`src/rtl/rrb_pkg.sv`:
```
package rrb_pkg;

    typedef enum logic [1:0] {
        KIND_AP  = 2'd0,
        KIND_BUF = 2'd1,
        KIND_RSD = 2'd2,
        KIND_RSV = 2'd3
    } req_kind_e;

    typedef enum logic {
        ST_IDLE = 1'b0,
        ST_BUSY = 1'b1
    } seq_state_e;

endpackage

```
`src/rtl/rrb_seq.sv`:
```
module rrb_seq
    import rrb_pkg::*;
(
    input  logic       clk,
    input  logic       rst_n,
    input  logic       req_valid,
    input  logic [1:0] req_kind,
    input  logic       ap_rsp_valid,
    output logic       stall,
    output logic       take_ap,
    output logic       take_buf,
    output logic       take_rsd,
    output logic       rsp_take,
    output logic       ap_req
);

    seq_state_e state_q, state_d;
    logic       go;

    // state register
    always_ff @(posedge clk) begin
        if (!rst_n) begin
            state_q <= ST_IDLE;
            ap_req  <= 1'b0;
        end else begin
            state_q <= state_d;
            ap_req  <= take_ap;
        end
    end

    // outputs and next state
    always_comb begin
        stall    = (state_q == ST_BUSY) && !ap_rsp_valid;
        rsp_take = (state_q == ST_BUSY) && ap_rsp_valid;
        go       = req_valid && !stall;
        take_ap  = go && (req_kind == KIND_AP);
        take_buf = go && (req_kind == KIND_BUF);
        take_rsd = go && (req_kind == KIND_RSD);
        state_d  = state_q;
        unique case (state_q)
            ST_IDLE: if (take_ap) state_d = ST_BUSY;           // ISSUE
            ST_BUSY: if (ap_rsp_valid)
                         state_d = take_ap ? ST_BUSY : ST_IDLE; // CHAIN / COMPLETE
            default: state_d = ST_IDLE;
        endcase
    end

    assert_ap_issue_R3: assert property (@(posedge clk) disable iff (!rst_n)
        (req_valid && !stall && req_kind == KIND_AP) |=> ap_req);

    assert_no_issue_other_R3: assert property (@(posedge clk) disable iff (!rst_n)
        (!req_valid || stall || req_kind != KIND_AP) |=> !ap_req);

    assert_stall_after_issue_R6: assert property (@(posedge clk) disable iff (!rst_n)
        (ap_req && !ap_rsp_valid) |-> stall);

    assert_reserved_quiet_R2: assert property (@(posedge clk) disable iff (!rst_n)
        (req_valid && !stall && req_kind == KIND_RSV && !ap_rsp_valid) |=> $stable(state_q));

endmodule

```
`src/rtl/rrb_store.sv`:
```
module rrb_store #(
    parameter int DATA_W = 32
) (
    input  logic              clk,
    input  logic              rst_n,
    input  logic              take_ap,
    input  logic              take_buf,
    input  logic              take_rsd,
    input  logic              rsp_take,
    input  logic              ap_rsp_ok,
    input  logic [DATA_W-1:0] ap_rsp_data,
    output logic              rd_valid,
    output logic [DATA_W-1:0] rd_data,
    output logic              read_ok
);

    logic [DATA_W-1:0] buf_q, rsd_q, eff_data;
    logic              bval_q, eff_valid, drain;

    always_comb begin
        eff_valid = rsp_take || bval_q;
        eff_data  = rsp_take ? ap_rsp_data : buf_q;
        drain     = take_ap || take_buf;
    end

    always_ff @(posedge clk) begin
        if (!rst_n) begin
            buf_q    <= '0;
            bval_q   <= 1'b0;
            rsd_q    <= '0;
            rd_valid <= 1'b0;
            rd_data  <= '0;
            read_ok  <= 1'b0;
        end else begin
            rd_valid <= drain || take_rsd;
            if (rsp_take) begin
                buf_q   <= ap_rsp_data;
                bval_q  <= 1'b1;
                read_ok <= ap_rsp_ok;
            end
            if (drain) begin
                bval_q  <= 1'b0;
                rd_data <= eff_valid ? eff_data : '0;
                if (eff_valid) rsd_q <= eff_data;
                if (take_buf && !eff_valid) read_ok <= 1'b0;
            end else if (take_rsd) begin
                rd_data <= rsd_q;
            end
        end
    end

    assert_pulse_R2: assert property (@(posedge clk) disable iff (!rst_n)
        (drain || take_rsd) |=> rd_valid);

    assert_no_pulse_R2: assert property (@(posedge clk) disable iff (!rst_n)
        !(drain || take_rsd) |=> !rd_valid);

    assert_zero_invalid_R5: assert property (@(posedge clk) disable iff (!rst_n)
        (drain && !eff_valid) |=> (rd_data == '0 && $stable(rsd_q)));

    assert_resend_hold_R8: assert property (@(posedge clk) disable iff (!rst_n)
        take_rsd |=> $stable(rsd_q));

    assert_ok_follow_R9: assert property (@(posedge clk) disable iff (!rst_n)
        rsp_take |=> (read_ok == $past(ap_rsp_ok)));

endmodule

```
`src/rtl/rrb_top.sv`:
```
module rrb_top #(
    parameter int DATA_W = 32
) (
    input  logic              clk,
    input  logic              rst_n,
    input  logic              req_valid,
    input  logic [1:0]        req_kind,
    output logic              stall,
    output logic              rd_valid,
    output logic [DATA_W-1:0] rd_data,
    output logic              read_ok,
    output logic              ap_req,
    input  logic              ap_rsp_valid,
    input  logic              ap_rsp_ok,
    input  logic [DATA_W-1:0] ap_rsp_data
);

    logic take_ap, take_buf, take_rsd, rsp_take;

    rrb_seq u_seq (
        .clk          (clk),
        .rst_n        (rst_n),
        .req_valid    (req_valid),
        .req_kind     (req_kind),
        .ap_rsp_valid (ap_rsp_valid),
        .stall        (stall),
        .take_ap      (take_ap),
        .take_buf     (take_buf),
        .take_rsd     (take_rsd),
        .rsp_take     (rsp_take),
        .ap_req       (ap_req)
    );

    rrb_store #(.DATA_W(DATA_W)) u_store (
        .clk         (clk),
        .rst_n       (rst_n),
        .take_ap     (take_ap),
        .take_buf    (take_buf),
        .take_rsd    (take_rsd),
        .rsp_take    (rsp_take),
        .ap_rsp_ok   (ap_rsp_ok),
        .ap_rsp_data (ap_rsp_data),
        .rd_valid    (rd_valid),
        .rd_data     (rd_data),
        .read_ok     (read_ok)
    );

    assert_reset_quiet_R1: assert property (@(posedge clk)
        !rst_n |=> (!rd_valid && !ap_req && !read_ok));

endmodule

```
`config.mk`:
```
export PLATFORM = sky130hd
export DESIGN_NAME = rrb_top
export DESIGN_NICKNAME = d
export VERILOG_FILES = /design/src/rtl/rrb_pkg.sv /design/src/rtl/rrb_seq.sv /design/src/rtl/rrb_store.sv /design/src/rtl/rrb_top.sv
export SDC_FILE = /design/constraint.sdc
export NUM_CORES = 1
export LEC_CHECK = 0
export BUFFER_PORTS_ARGS = -buffer_cell sky130_fd_sc_hd__buf_2
export CORE_MARGIN = 1
export CORE_UTILIZATION = 50
export DETAILED_ROUTE_END_ITERATION = 8
export PLACE_DENSITY_LB_ADDON = 0.25
export SETUP_SLACK_MARGIN = 0.05
export SYNTH_ARGS = -nofsm -noshare
export SYNTH_HDL_FRONTEND = slang
export SYNTH_HIERARCHICAL = 1
export SYNTH_SLANG_ARGS = --single-unit
```
`constraint.sdc`:
```
create_clock -name clk -period 2 [get_ports clk]
set_input_delay 0.3 -clock clk [delete_from_list [all_inputs] [get_ports clk]]
set_output_delay 0.3 -clock clk [all_outputs]
set_load 0.01 [all_outputs]
```
==> impl_metrics.csv <==
group,metric,value,unit
finish,stdcell_count,584,
global_route,gr-usage-all-layers,20.6,%
critical_path,r2r_end,"u_store/rd_data[29]",
synth,syn_nets,455,
clock_network,hold_buffers,0,
outcome,status,"finished, final reports clean",
critical_path,critPathSlowestCell,"and4bb_2",
critical_path,ff2ff_path_depth,6,
place,dp_cells,568,
clock_network,cts_resized,0,
floorplanning,rows,33,
timing,fin_crit,1.75,ns
synth,ys_seq_elements,101,
finish,insertedDiodeCount,0,
routing,wl_per_cell,15.4,um
timing,slew_headroom,38.0,%
finish,final_nets,513,
clock_network,cts_tree,"built",
synth,yosys_warnings,6,
timing,fin_crit_sh,87.7,%
critical_path,cp_slowest_stage_delay,0.54,ns
clock_network,cts_buffer_depth,2,
critical_path,cp_top_family,"simple AND/OR/NAND/NOR gates",
power,p_leak,2.53,nW
power,p_per_area,795,nW/um^2
routing,drt_iter0_markers,121,
floorplanning,initial_utilization,52.2,%
global_route,antenna_found_initial,0,
synth,synth_area,4330,um^2
timing,tns,0,ns
clock_network,cts.sink_count,101,
timing,fmax,570,MHz
critical_path,startpoint_type,"register",
routing,vias,3298,
synth,syn_inst,416,
finish,fill_cells,732,
critical_path,cp.arrival,2.01,ns
clock_network,cts_buffers,9,
floorplanning,fp.dieH,95.1,um
place,dp_hpwl,5.63,mm
finish,areaGrowthSynthToFinish,15.6,%
critical_path,cp_num_buf_inv,1,
clock_network,path_clk_slew,0.09,ns
critical_path,crit_cells,6,
clock_network,ctsHtreeMaxLevel,3,
critical_path,endpoint,"u_store/rd_data[29]",
place,io_buffer_count,74,
routing,wirelength,8.99,mm
timing,tightest_slew,0.928,ns
global_route,first_global_vias,3012,
critical_path,critical_path.startpoint,"u_seq/state_q",
global_route,overflow,0,
clock_network,cts_setup_buffers,0,
critical_path,reg2reg_from,"u_seq/state_q",
critical_path,crit_type,"register to register",
routing,drc,0,
routing,drtPass1Iterations,4,
critical_path,crit_fanout,11,
timing,rsz0062_at_grt,"no",
run,drv_cap,0,
critical_path,worstPathCellList,"nor2b_4 > and4bb_2 > buf_12 > mux2i_1 > nand2_1 > and3_1",
critical_path,cp.required,2.25,ns
routing,ant_nets,0,
timing,setup_viol,0,
finish,drive_gt1_share,23.2,%
routing,viasPerCell,5.65,
floorplanning,die_area,9040,um^2
timing,slew_violations,0,
global_route,grt_max_degree,62,
synth,avgSynthCellArea,10.4,um^2
synth,ys_types,27,
timing,finClkSkew,0.00764,ns
timing,hold_viol_final,0,
worst_hold_path,hp-class,"input pin to register",
clock_network,clk_latency,0.36,ns
clock_network,root_buffer,"clkbuf_8",
power,ir_drop,0.420,mV
floorplanning,coreArea,8300,um^2
floorplanning,die_w,95.1,um
critical_path,regToRegSetupSlack,0.25,ns
global_route,grt_pass1_wl,14.4,mm
synth,synth-seq-area-share,46.7,%
floorplanning,ios,75,
critical_path,setup.worst_path.end_class,"register",
place,routabilityCongestion,0.687,
## cells in the final DEF (no fill, tap or decap), types with 2 or more instances in the layout
cell       count
clkbuf_8      11
bufinv_16      2
and4bb_2       2
dfxtp_1      101
nor2b_4        2
nor2b_1       32
mux2i_1       64
clkinv_2       2
a221o_1       32
nand2_1       65
and3_1        32
buf_4          7
o211a_1       32
buf_2         74
buf_12         6
## layout make-up
| cell class | count | area (um^2) | area share (%) |
|---|---|---|---|
| clock inverter | 4 | 70.1 | 1.40 |
| sequential | 101 | 2020 | 40.4 |
| clock buffer | 12 | 155 | 3.10 |
| timing repair buffer | 87 | 543 | 10.8 |
| tap | 105 | 131 | 2.62 |
| multi-input combinational | 275 | 2090 | 41.7 |
## worst register-to-register path, cell delays in order (launching register included)
cell	delay (ns)
dfxtp_1	0.32
nor2b_4	0.14
and4bb_2	0.54
buf_12	0.20
mux2i_1	0.19
nand2_1	0.07
and3_1	0.19
## synthesized netlist by cell type
| cell type | count | area share, % |
|---|---|---|
| o211a_1 | 32 | 7.4 |
| and3_1 | 32 | 4.6 |
| o22a_1 | 1 | 0.20 |
| a21boi_0 | 1 | 0.17 |
| dfxtp_1 | 101 | 47 |
| nand2b_1 | 1 | 0.14 |
| nand3b_1 | 1 | 0.17 |
| and4bb_2 | 2 | 0.58 |
| nor2_1 | 1 | 0.087 |
| o21ai_0 | 1 | 0.12 |
| nor3b_1 | 1 | 0.17 |
| o31a_1 | 1 | 0.20 |
| nor2b_4 | 1 | 0.32 |
| and2_2 | 1 | 0.17 |
| a221o_1 | 32 | 7.4 |
| and4b_2 | 1 | 0.26 |
| buf_6 | 7 | 1.8 |
| nor3_1 | 1 | 0.12 |
| o21a_1 | 1 | 0.17 |
| mux2i_1 | 64 | 15 |
| buf_4 | 5 | 0.87 |
| nor2_2 | 1 | 0.14 |
| clkbuf_1 | 14 | 1.2 |
| nor2b_1 | 33 | 4.8 |
| and3b_2 | 1 | 0.23 |
| buf_2 | 14 | 1.6 |
| nand2_1 | 65 | 5.6 |
## where the power goes
group / switching, mW / total (mW) / internal [mW]
clock: 0.665 / 1.44 / 0.770
sequential: 0.0357 / 2.12 / 2.08
combinational: 0.220 / 0.432 / 0.212
total: 0.921 / 3.98 / 3.06
## per-stage QoR
step | hold slack, ns | setup slack [ns] | total power [mW] | cell area [um^2] | utilization, %
3_5_place_dp | 0.488 | 0.207 | 2.59 | 4780 | 57.7
2_1_floorplan | 0.418 | 0.364 | 2.43 | 4330 | -
4_1_cts | 0.223 | 0.237 | 4.03 | 5010 | 60.4
3_3_place_gp | 0.475 | 0.219 | 2.58 | 4780 | 57.7
5_1_grt | 0.219 | 0.166 | 4.16 | 5010 | 60.4
6_report | 0.223 | 0.246 | 3.98 | 5010 | 60.4
## state kept, by name (all words and copies together), names as in the netlist
register          flops
u_store/rd_data      32
u_store/rd_valid      1
u_store/read_ok       1
u_store/bval_q        1
u_seq/state_q         1
u_store/rsd_q        32
u_store/buf_q        32
u_seq/ap_req          1
## how the worst min path moves through the flow
stage	start	to	slack (ns)	depth (start not counted)
2_1_floorplan	rst_n	u_seq/state_q	0.42	1
3_3_place_gp	u_store/read_ok	u_store/read_ok	0.48	2
3_5_place_dp	u_store/rsd_q[4]	u_store/rsd_q[4]	0.49	1
4_1_cts	ap_rsp_ok	u_store/read_ok	0.22	3
5_1_grt	ap_rsp_ok	u_store/read_ok	0.22	3
6_report	ap_rsp_ok	u_store/read_ok	0.22	3
## cells by family after synthesis
kind of cell           count (synthesis)  synth area share (%)
and+or+nand+nor                      142                  17.4
AOI/OAI and AO/OA                     69                  15.6
muxes                                 64                  14.8
buffers and inverters                 40                  5.51
DFF                                  101                  46.7
## per-layer routing
layer | track usage [%] | vias up | wire [um]
met3 | 4.78 | 11 | 455
met4 | 8.33 | 0 | 111
li1 | - | 1615 | -
met5 | 0 | - | 0
met1 | 26.8 | 1607 | 4340
met2 | 32.8 | 65 | 4090
Power figures use the tool's default switching activity.
